[src/rtl/dpll_mode_pkg.sv]
package dpll_mode_pkg;
  typedef enum logic [1:0] {
    MODE_FREE = 2'd0,
    MODE_LOCK = 2'd1,
    MODE_HOLD = 2'd2
  } opMode_t;

  // Strobes from the controller to the datapath
  typedef struct packed {
    logic avgUpdate;  // take loopWord into the average
    logic cntClear;   // restart the settling count
    logic bridgeSet;  // hold freqWord at the average after relock
    logic bridgeClr;  // release the bridge
  } ctrlStrobe_t;
endpackage

[src/rtl/dpll_mode_fsm.sv]
module dpll_mode_fsm
  import dpll_mode_pkg::*;
(
  input  logic        clk,
  input  logic        rstN,
  input  logic        refValid,
  input  logic        refFail,
  input  logic        loopStrobe,
  input  logic        holdReady,
  output opMode_t     mode,
  output logic        modePulse,
  output ctrlStrobe_t strobe
);
  opMode_t nextMode;
  logic    refGood;

  assign refGood = refValid && !refFail;

  always_comb begin
    nextMode = mode;
    strobe   = '0;
    unique case (mode)
      MODE_FREE: begin
        if (refGood) begin
          nextMode         = MODE_LOCK;
          strobe.cntClear  = 1'b1;
          strobe.bridgeClr = 1'b1;
        end
      end
      MODE_LOCK: begin
        if (refFail) begin
          strobe.bridgeClr = 1'b1;
          if (holdReady) begin
            nextMode = MODE_HOLD;
          end else begin
            nextMode        = MODE_FREE;
            strobe.cntClear = 1'b1;
          end
        end else if (loopStrobe) begin
          strobe.avgUpdate = 1'b1;
          strobe.bridgeClr = 1'b1;
        end
      end
      MODE_HOLD: begin
        if (refGood) begin
          nextMode         = MODE_LOCK;
          strobe.bridgeSet = 1'b1;
        end
      end
      default: nextMode = MODE_FREE;
    endcase
  end

  always_ff @(posedge clk) begin
    if (!rstN) begin
      mode      <= MODE_FREE;
      modePulse <= 1'b0;
    end else begin
      mode      <= nextMode;
      modePulse <= (nextMode != mode);
    end
  end

  a_r3_lock_on_valid: assert property (@(posedge clk) disable iff (!rstN)
    (mode != MODE_LOCK && refValid && !refFail) |=> (mode == MODE_LOCK));
  a_r6_fail_leaves_lock: assert property (@(posedge clk) disable iff (!rstN)
    (mode == MODE_LOCK && refFail) |=> (mode != MODE_LOCK));
  a_r9_hold_persists: assert property (@(posedge clk) disable iff (!rstN)
    (mode == MODE_HOLD && !(refValid && !refFail)) |=> (mode == MODE_HOLD));
  a_r10_pulse_marks_change: assert property (@(posedge clk) disable iff (!rstN)
    modePulse == (mode != $past(mode)));
  a_r8_no_hold_unsettled: assert property (@(posedge clk) disable iff (!rstN)
    (mode == MODE_LOCK && refFail && !holdReady) |=> (mode == MODE_FREE));
endmodule

[src/rtl/dpll_mode_dp.sv]
module dpll_mode_dp
  import dpll_mode_pkg::*;
#(
  parameter int WORD_W = 32,
  parameter logic signed [WORD_W-1:0] NOMINAL = '0,
  parameter int SHIFT_MIN = 4,
  parameter int SHIFT_MAX = 16
) (
  input  logic                     clk,
  input  logic                     rstN,
  input  opMode_t                  mode,
  input  ctrlStrobe_t              strobe,
  input  logic signed [WORD_W-1:0] loopWord,
  input  logic signed [WORD_W-1:0] calOffset,
  input  logic [4:0]               avgShift,
  output logic signed [WORD_W-1:0] freqWord,
  output logic signed [WORD_W-1:0] holdWord,
  output logic                     holdReady
);
  localparam int CNT_W = SHIFT_MAX + 1;
  localparam logic [CNT_W-1:0] CNT_SAT = CNT_W'(1) << SHIFT_MAX;

  logic signed [WORD_W-1:0] avgQ;
  logic [CNT_W-1:0]         cntQ;
  logic                     bridgeQ;
  logic [4:0]               shiftEff;
  logic signed [WORD_W:0]   diffW;
  logic signed [WORD_W:0]   stepW;
  logic [CNT_W-1:0]         threshold;

  always_comb begin
    if (avgShift < 5'(SHIFT_MIN))      shiftEff = 5'(SHIFT_MIN);
    else if (avgShift > 5'(SHIFT_MAX)) shiftEff = 5'(SHIFT_MAX);
    else                               shiftEff = avgShift;
  end

  assign diffW     = {loopWord[WORD_W-1], loopWord} - {avgQ[WORD_W-1], avgQ};
  assign stepW     = diffW >>> shiftEff;
  assign threshold = CNT_W'(1) << shiftEff;
  assign holdReady = (cntQ >= threshold);

  always_ff @(posedge clk) begin
    if (!rstN) begin
      avgQ    <= '0;
      cntQ    <= '0;
      bridgeQ <= 1'b0;
    end else begin
      if (strobe.avgUpdate) begin
        if (cntQ == '0) avgQ <= loopWord;
        else            avgQ <= avgQ + stepW[WORD_W-1:0];
      end
      if (strobe.cntClear)                        cntQ <= '0;
      else if (strobe.avgUpdate && cntQ != CNT_SAT) cntQ <= cntQ + 1'b1;
      if (strobe.bridgeSet)      bridgeQ <= 1'b1;
      else if (strobe.bridgeClr) bridgeQ <= 1'b0;
    end
  end

  always_comb begin
    unique case (mode)
      MODE_LOCK: freqWord = bridgeQ ? avgQ : loopWord;
      MODE_HOLD: freqWord = avgQ;
      default:   freqWord = NOMINAL + calOffset;
    endcase
  end

  assign holdWord = avgQ;

  a_r6_avg_frozen: assert property (@(posedge clk) disable iff (!rstN)
    (mode == MODE_HOLD) |=> $stable(avgQ));
  a_r8_count_saturates: assert property (@(posedge clk) disable iff (!rstN)
    cntQ <= CNT_SAT);
  a_r7_bridge_only_locked: assert property (@(posedge clk) disable iff (!rstN)
    (bridgeQ && mode == MODE_LOCK) |-> (freqWord == avgQ));
endmodule

[src/rtl/dpll_mode_ctrl.sv]
module dpll_mode_ctrl
  import dpll_mode_pkg::*;
#(
  parameter int WORD_W = 32,
  parameter logic signed [WORD_W-1:0] NOMINAL = 32'sh1000_0000,
  parameter int SHIFT_MIN = 4,
  parameter int SHIFT_MAX = 16
) (
  input  logic              clk,
  input  logic              rstN,
  input  logic              refValid,
  input  logic              refFail,
  input  logic              loopStrobe,
  input  logic [WORD_W-1:0] loopWord,
  input  logic [WORD_W-1:0] calOffset,
  input  logic [4:0]        avgShift,
  output logic [1:0]        mode,
  output logic              modePulse,
  output logic [WORD_W-1:0] freqWord,
  output logic [WORD_W-1:0] holdWord,
  output logic              holdReady
);
  opMode_t     modeQ;
  ctrlStrobe_t strobe;

  dpll_mode_fsm uFsm (
    .clk(clk), .rstN(rstN), .refValid(refValid), .refFail(refFail),
    .loopStrobe(loopStrobe), .holdReady(holdReady),
    .mode(modeQ), .modePulse(modePulse), .strobe(strobe)
  );

  dpll_mode_dp #(
    .WORD_W(WORD_W), .NOMINAL(NOMINAL),
    .SHIFT_MIN(SHIFT_MIN), .SHIFT_MAX(SHIFT_MAX)
  ) uDp (
    .clk(clk), .rstN(rstN), .mode(modeQ), .strobe(strobe),
    .loopWord(loopWord), .calOffset(calOffset), .avgShift(avgShift),
    .freqWord(freqWord), .holdWord(holdWord), .holdReady(holdReady)
  );

  assign mode = modeQ;
endmodule

[config.mk]
export PLATFORM = sky130hd
export DESIGN_NAME = dpll_mode_ctrl
export DESIGN_NICKNAME = d
export VERILOG_FILES = /design/src/rtl/dpll_mode_pkg.sv /design/src/rtl/dpll_mode_fsm.sv /design/src/rtl/dpll_mode_dp.sv /design/src/rtl/dpll_mode_ctrl.sv
export SDC_FILE = /design/constraint.sdc
export NUM_CORES = 1
export LEC_CHECK = 0
export CAP_MARGIN = 25
export CORE_MARGIN = 1.5
export CORE_UTILIZATION = 60
export DETAILED_ROUTE_END_ITERATION = 10
export DONT_BUFFER_PORTS = 1
export GPL_TIMING_DRIVEN = 0
export PLACE_DENSITY_LB_ADDON = 0.08
export SYNTH_ARGS = -nofsm -noshare
export SYNTH_HDL_FRONTEND = slang
export SYNTH_SLANG_ARGS = --single-unit
[constraint.sdc]
create_clock -name clk -period 7.15 [get_ports clk]
set_input_delay 1.43 -clock clk [delete_from_list [all_inputs] [get_ports clk]]
set_output_delay 1.43 -clock clk [all_outputs]
set_load 0.01 [all_outputs]
# Word-level counts from Yosys, hierarchy flattened
# Index checks and enable logic that the tools add are counted.
[word_totals] out_inout_bits=68 word_cells=48 register_bits=53 in_bits=74
[classes] bitwise=1 order_cmp=3 reduce_logical=8 shift=2 addsub=4 n_eq_ne=4 n_mux=21
[op_table] cell="2-to-1 mux 32 bit" count=2
[op_table] cell="case mux 32 bit (2 select lines)" count=1
[op_table] cell=">>> shifter 33 x 5 -> 32 bit" count=1
[op_table] cell="subtractor 32 x 32 -> 33 bit" count=1
[op_table] cell="adder 30 x 32 -> 32 bit, first input constant" count=1
[op_table] cell="adder 32 bit" count=1
[op_table] cell="adder 17 x 1 -> 17 bit, second input constant" count=1
[op_table] cell=">= comparator 17 bit" count=1
[op_table] cell="logical NOT 17 bit" count=1
[op_table] cell="inequality test 17 bit, second input constant" count=1
[op_table] cell="left shift 1 x 5 -> 17 bit, first input constant" count=1
[op_table] cell="2-to-1 mux 1 bit" count=10
[op_table] cell="2-to-1 mux 5 bit" count=2
[op_table] cell="2-to-1 mux 2 bit" count=3
[op_table] cell="> comparator 5 bit, second input constant" count=1
[op_table] cell="less-than comparator 5 x 3 -> 1 bit, second input constant" count=1
[op_table] cell="case mux 1 bit (2 select lines)" count=2
[op_table] cell="case mux 2 bit (2 select lines)" count=1
[op_table] cell="OR reduction 2 bit" count=2
[op_table] cell="equality test 2 x 1 -> 1 bit, second input constant" count=1
[op_table] cell="equality test 2 bit, second input constant" count=1
[op_table] cell="logical AND 1 bit" count=2
[op_table] cell="logical NOT 2 bit" count=1
[op_table] cell="inequality test 2 bit" count=1
[op_table] cell="other kinds (3)" count=3

# Longest topological paths before layout
# Gate-level depths: netlist (run 1).
[depth] depth_word=9 depth_mapped=27

# Cells and area by module
# From an unflattened synthesis (run 1), not the netlist that was laid out.
[unflattened] cells_unflattened=1225 hier_area_um2=8469.4
[modules_own_cells] mod="dpll_mode_dp" n_inst=1 area_each_um2=8291.7 cells_each=1204
[modules_own_cells] mod="dpll_mode_fsm" n_inst=1 area_each_um2=177.7 cells_each=21

# Least setup slack after synthesis (run 1)
# No wires, ideal clock.
[synth_timing] path_kind="input to register" startpoint="input loopWord[0]" endpoint="register uDp.avgQ[31] (netlist: uDp.holdWord[31])" stages=26 setup_time_ps=87 path_slack_ps=411 t_arrival_ps=6652 t_required_ps=7063 cell_sequence="inv_1 ha_1 fa_1 nand2b_1 a21oi_2 o21ai_2 o31a_4 a311oi_4 a311oi_1 xnor2_1 a222oi_1 o21ai_0 o22ai_1 a221oi_1 ha_1 and3_1 nand2_1 o211a_1 a41oi_1 nand3_1 o21ai_2 a41oi_1 o31ai_1 o21ai_0 nor4b_1 o31ai_1"
[synth_via] elab_chain_len=4
[synth_lines] element="from (decl)" line_no="dpll_mode_ctrl.sv:14" text="input logic [WORD_W-1:0] loopWord,"
[synth_lines] element="subtractor 32 x 32 -> 33 bit" line_no="dpll_mode_dp.sv:37" text="assign diffW = {loopWord[WORD_W-1], loopWord} - {avgQ[WORD_W-1], avgQ};"
[synth_lines] element=">>> shifter 33 x 5 -> 32 bit" line_no="dpll_mode_dp.sv:38" text="assign stepW = diffW >>> shiftEff;"
[synth_lines] element="adder 32 bit" line_no="dpll_mode_dp.sv:50" text="else avgQ <= avgQ + stepW[WORD_W-1:0];"
[synth_lines] element="2-to-1 mux 32 bit" line_no="dpll_mode_dp.sv:49" text="if (cntQ == '0) avgQ <= loopWord;"
[synth_lines] element="to (signal assigned)" line_no="dpll_mode_dp.sv:49"
[synth_lines] element="to (signal assigned)" line_no="dpll_mode_dp.sv:50"
[synth_lines] element="to (decl)" line_no="dpll_mode_dp.sv:23" text="logic signed [WORD_W-1:0] avgQ;"
# No other way between the ends.
# A chain may end at the register's enable or synchronous reset.

# Worst setup path after layout (run 1)
# Ends and elaborated chain as after synthesis.

==> results by group, run 1 <==
Power
  • Register share of total power: about 24%
  • Pwr dens: 144 nW/um^2
  • Clk network pwr share: between 20% and 30%
  • Psw: 586 uW
  • Overall Power: 1.31 mW
  • Internal cell power: 724 uW
  • Sw Share: 44.7%
  • Combinational fraction of design power: 52.2%
  • Leak Pwr: around 3.7 nW
  • Max rail drop VDD: ~0.11 mV

Clock network
  • Worst-path clk slew: 0.08 ns
  • Clock Latency Late Sink: 0.31 ns
  • Clock tree root driver cell: clkbuf_16
  • H-tree depth: 2
  • Clock tree from TritonCTS: done
  • Clk sinks: 53
  • Cts hold-fix bufs: 0
  • Num CTS Buffers: 5
  • Clock buffer depth: 2

Global routing
  • Vias in the first global route: approximately 8700
  • Largest net degree at the start of global routing: 18
  • First-pass GRT wire length: 47700 um
  • Initial antenna violation count: 0
  • Gr usage total: 41.9%
  • Global route overflow: 0

Logic synthesis
  • Top FF cell, synth: dfxtp_1
  • Post-Syn Instances: ~1200
  • Syn avg cell area: between 6 and 7 um^2
  • Yosys reg bits: 53
  • Area leader, netlist: ha_1
  • Yosys warns: 0
  • Ys async rst share: 0%
  • Yosys cell types: 82
  • EDFF count, synth: 0
  • Seq/Total Area, Yosys: 12.7%
  • Cell Area, Synth: 8340 um^2
  • Top area cells in the synthesized netlist: ha_1 (13%), dfxtp_1 (13%), nor2_1 (7.9%), a21oi_1 (6.1%), nand2_1 (5.3%)
  • Yosys top cell area share: 13.1%

STA
  • Worst slew margin: 26.6%
  • Period utilization: between 90% and 100%
  • Final hold violations: 0
  • Hold_ws: 0.570 ns
  • Crit path time final: about 7 ns
  • Pins over their slew limit: 0
  • # setup viols final: 0
  • Clock skew: 0.0103 ns
  • Setup TNS: 0 ns
  • Slew @ Worst Pin: 1.10 ns
  • Fmax: 143 MHz

Detailed routing
  • Detail-routed via count per cell: 6.97
  • Via Count: 9794
  • Wirelength per Cell: 22.2 um
  • Initial DRC Count: 1263
  • Drt total wl: 31200 um
  • Drc violations: 0
  • Antenna viol nets, final: 0
  • Initial DRT Pass Iterations: 6

Floorplan
  • Die X: 121 um
  • # IOs: about 140
  • Core ar.: 13400 um^2
  • Die span in y: 121 um
  • FP Rows: 42
  • Die area: 14600 um^2
  • Starting Density: 62.2%

Placement
  • Port bufs: 0
  • HPWL after DPL: 24300 um
  • Routability-driven placement congestion ratio: 1.03

Worst hold path
  • Worst min path class: reg2reg

Critical path
  • CP arrival: 7.21 ns
  • CP Launch Type: input pin
  • Worst Setup End Kind: register
  • Crit path kind: in2reg
  • Crit Path Max Fanout: 5
  • CP required: around 7.4 ns

Run status
  • Run status: completed

Final layout
  • Core Util, Final: 68.0%
  • Diodes inserted: 0
  • Layout Nets: 1391
  • Share of cells above drive strength 1: 7.57%
  • Area growth syn-to-layout: 9.33%

Run
  • Max_cap viols: 0
==> cell type report <==
class,instances,area (um^2)
Sequential cell,53,1060
Fill cell,1231,4280
Tap cell,176,220
Clock buffer,6,139
Clock inverter,2,41.3
Inverter,56,211
Multi-Input combinational cell,1031,7060
Buffer,67,277
Timing Repair Buffer,14,105
==> power by group through the flow <==
stage / Combinational [mW] / Sequential (mW) / Clock [mW]
final: 0.684 / 0.316 / 0.310
after global routing: 0.736 / 0.316 / 0.321
after CTS: 0.627 / 0.315 / 0.315
after detailed placement: 0.610 / 0.322 / 0
after global placement: 0.606 / 0.322 / 0
after floorplan: 0.462 / 0.318 / 0
==> cells in the final DEF, fill, tap and decap left out, types with 8 or more instances in the layout <==
cell type / synthesis / layout
o21a_1: 10 / 10
nand4_1: 8 / 8
buf_4: 2 / 16
nor2b_1: 12 / 12
a21oi_1: 101 / 98
a211oi_1: 36 / 32
xnor2_1: 32 / 29
and3_1: 14 / 14
and2_1: 9 / 9
o211ai_1: 18 / 18
nor3_1: 19 / 18
ha_1: 87 / 84
inv_1: 52 / 52
o22ai_1: 8 / 8
o21ai_0: 63 / 59
xor2_1: 32 / 29
a221oi_1: 44 / 40
nor2_1: 175 / 173
a31oi_1: 13 / 13
dfxtp_1: 53 / 53
nand3_1: 34 / 33
mux2i_1: 16 / 15
a21o_1: 43 / 43
nand2_1: 118 / 118
a311oi_1: 11 / 10
clkbuf_1: 54 / 54
buf_2: 8 / 8
==> stage by stage <==
stage / cells / instance area, um^2 / setup WS, ns
3_5_place_dp: 1383 / 8570 / -0.728
4_1_cts: 1395 / 8840 / -0.0142
6_report: 1405 / 9120 / 0.168
5_1_grt: 1405 / 9120 / -0.00797
3_3_place_gp: 1383 / 8570 / -0.725
2_1_floorplan: 1207 / 8350 / 0.411
==> logic make-up (layout without fill, tap and decap cells) <==
logic type | count (synthesis) | count (layout) | share of synthesized area, %
AOI/OAI and AO/OA | 430 | 430 | 36.1
and+or+nand+nor | 425 | 425 | 22.6
buffers and inverters | 123 | 145 | 5.85
adders and majority gates | 89 | 89 | 13.5
xor gates and xnor gates | 64 | 64 | 6.72
DFF | 53 | 53 | 12.7
muxes | 19 | 19 | 2.37
other | 2 | 4 | 0.0901
==> flip-flops by register name, indices dropped and copies added (netlist names) <==
signal and count:
uDp.bridgeQ 1, uDp.cntQ 17, uDp.holdWord 32, uFsm.modePulse 1, uFsm.mode 2
==> metal layers <==
layer  global-route usage (%)  wire length, um
met5                        0                0
met4                     13.3             1130
met3                     11.4             4150
met2                     64.4            13300
met1                     56.9            12700
==> critical path: stages <==
cell       delay, ns
inv_1           0.02
ha_1            0.22
fa_1            0.38
nand2b_4        0.18
a21oi_4         0.23
o21ai_4         0.12
o31a_4          0.37
a311oi_4        0.32
a311oi_2        0.19
xnor2_2         0.20
a222oi_1        0.43
buf_4           0.19
buf_4           0.10
buf_4           0.09
buf_4           0.11
o2bb2ai_1       0.06
a211o_1         0.29
ha_4            0.32
a21oi_1         0.09
o211a_1         0.26
a41oi_2         0.23
nand3_2         0.15
o21ai_4         0.23
a41oi_4         0.18
o31ai_4         0.32
o21ai_0         0.10
nor4b_1         0.15
o31ai_1         0.25
==> final timing paths <==
check                                startpoint                to  depth (start not counted)  slack (ns)
worst max-delay path                loopWord[0]  uDp.holdWord[31]                         28        0.17
worst min-delay path                uDp.bridgeQ       uDp.bridgeQ                          2        0.57
worst max register to register  uDp.holdWord[1]  uDp.holdWord[30]                         25        0.63
worst min register to register      uDp.bridgeQ       uDp.bridgeQ                          2        0.57
==> cell usage after synthesis, types with 6 or more instances <==
master	count
a21oi_1	101
ha_1	87
and3_1	14
a221oi_1	44
dfxtp_1	53
nor2_1	175
o211ai_1	18
clkbuf_1	54
nand4_1	8
xor2_1	32
xnor2_1	32
o21a_1	10
nor2b_1	12
o21bai_1	7
inv_1	52
buf_2	8
nand2b_1	8
o221ai_1	6
a31oi_1	13
mux2i_1	16
and2_1	9
nand3_1	34
nand2_1	118
o22ai_1	8
or3_1	6
a311oi_1	11
a211oi_1	36
nor3_1	19
o21ai_0	63
a21o_1	43
==> repair_timing <==
action                     in CTS  in global routing
buffers inserted                4                 10
setup endpoints to repair       4                 15
pin swaps                       7                 18
resized for setup              13                 37
Power figures use the tool's default switching activity.
==> run 2, diff against run 1 <==
ABC_CLOCK_PERIOD_IN_PS = 7150   (was default)
==> results of run 2 <==
Final layout, timing and power as in run 1 (identical DEF).
==> run 3, diff against run 2 <==
GPL_TIMING_DRIVEN = default   (was 0)
==> run 3 against run 2 <==
Global-route usage down 4.2 points. Largest power group unchanged. Sequential power about the same. Clock skew about the same. Via count down 2.5%. Clock-buffer cell count down 1. Critical path type unchanged. Highest routed layer unchanged. Non-clock buffer count down 11.
==> results by group, run 3 (synthesized netlist as in run 1, its figures left out) <==
Run status
  • Run status: completed

Power
  • Overall Power: 1.27 mW
  • Pwr dens: 140 nW/um^2
  • Leak Pwr: 3.83 nW
  • Max rail drop VDD: 0.123 mV

Floorplan
  • Die X: 121 um
  • Starting Density: 62.2%
  • Core ar.: about 13000 um^2
  • FP Rows: 42
  • Die span in y: between 100 and 150 um
  • Die area: 14600 um^2
  • # IOs: 142

Placement
  • HPWL after DPL: between 20000 and 25000 um
  • Port bufs: 0
  • Cell Area, Placed: 8780 um^2
  • Routability-driven placement congestion ratio: 1.01

Global routing
  • Initial antenna violation count: 0
  • Gr usage total: 37.7%
  • Largest net degree at the start of global routing: 40
  • First-pass GRT wire length: between 40000 and 50000 um
  • Global route overflow: 0
  • Vias in the first global route: about 8000

Clock network
  • Clk sinks: 53
  • Clock Latency Late Sink: 0.32 ns
  • Clock buffer depth: 2
  • H-tree depth: 2
  • Clock tree from TritonCTS: done
  • Worst-path clk slew: 0.08 ns
  • Cts hold-fix bufs: 0
  • Num CTS Buffers: 5
  • Clock tree root driver cell: clkbuf_16

STA
  • # setup viols final: 0
  • Period utilization: 95.6%
  • Setup TNS: 0 ns
  • Clock skew: ~0.010 ns
  • RSZ-0062 raised after global routing: no
  • Worst slew margin: 27.6%
  • Final hold violations: 0
  • Hold_ws: 0.580 ns
  • Pins over their slew limit: 0
  • Fmax: 146 MHz
  • Crit path time final: about 6.8 ns
  • Slew @ Worst Pin: between 1 and 1.5 ns

Run
  • Max_cap viols: 0

Critical path
  • CP Launch Type: input pin
  • Slowest-stage cell, CP: ha_1
  • Worst Setup End Kind: register
  • Top Family by Delay on Critical Path: compound AO/OA/AOI/OAI gates
  • CP arrival: 7.06 ns
  • WP buf/inv: 2
  • CP peak stage delay: 0.42 ns
  • Crit Path Max Fanout: 4
  • Crit path top cell by count: a21oi_1
  • Crit path kind: in2reg
  • CP required: about 7.4 ns

Detailed routing
  • Via Count: 9551
  • Antenna viol nets, final: 0
  • Drt total wl: 28600 um
  • Initial DRT Pass Iterations: 6
  • WL met2: 11900 um
  • Detail-routed via count per cell: 6.85
  • Wirelength per Cell: 20.5 um
  • Top Metal Used: met4
  • Initial DRC Count: 1225
  • Drc violations: 0
  • WL met1: 12800 um
  • Met3 WL post-DR: 3240 um

Worst hold path
  • Worst min path class: reg2reg

Final layout
  • Core Util, Final: about two thirds
  • Share of cells above drive strength 1: 9.28%
  • Max FFs per register: 32
  • Layout Nets: 1380
  • Most common cell after layout, fill and taps aside: nor2_1
  • Diodes inserted: 0
  • Commonest non-fill, non-tap cells in the layout: nor2_1 (173), nand2_1 (118), a21oi_1 (101), ha_1 (86), buf_4 (68)
  • Design area: a little over 9000 um^2
  • Area growth syn-to-layout: 8.87%
## run 3: tightest hold or removal path: stages (launching register included)
cell and delay (ns):
dfxtp_1 0.38, nand3_1 0.10, o31ai_1 0.06
## run 3: final timing paths
path                            slack (ns)             start               end  cells past startpoint
worst max-delay path                  0.32       loopWord[0]  uDp.holdWord[30]                     27
worst min-delay path                  0.58  uDp.holdWord[31]  uDp.holdWord[31]                      2
worst min register to register        0.58  uDp.holdWord[31]  uDp.holdWord[31]                      2
worst max register to register        0.82   uDp.holdWord[8]  uDp.holdWord[30]                     26
## run 3: report_power, final
| part | internal, mW | switching [mW] |
|---|---|---|
| clock | 0.135 | 0.132 |
| sequential | 0.301 | 0.0137 |
| combinational | 0.271 | 0.415 |
## run 3: per-stage QoR
step           worst slack [ns]  std cells
3_3_place_gp             -0.123       1381
6_report                  0.315       1394
5_1_grt                  0.0215       1394
3_5_place_dp             -0.169       1381
2_1_floorplan             0.411       1207
4_1_cts                   0.140       1389
## run 3: what timing repair did
action	CTS	global route
setup buffers	0	2
setup endpoints to repair	0	5
gates resized for setup	0	12
## run 3: layer usage
layer	track usage, %	up-vias
met5	0	-
met4	9.41	0
met3	6.95	56
met2	55.2	581
met1	56.5	4424
li1	-	4490
## run 3: area by class of cell
cell class,instances,area [um^2]
Tap cell,176,220
Clock buffer,5,125
Multi-Input combinational cell,1031,6860
Timing Repair Buffer,70,566
Sequential cell,53,1060
Inverter,56,211
Fill cell,1227,4320
Clock inverter,3,33.8
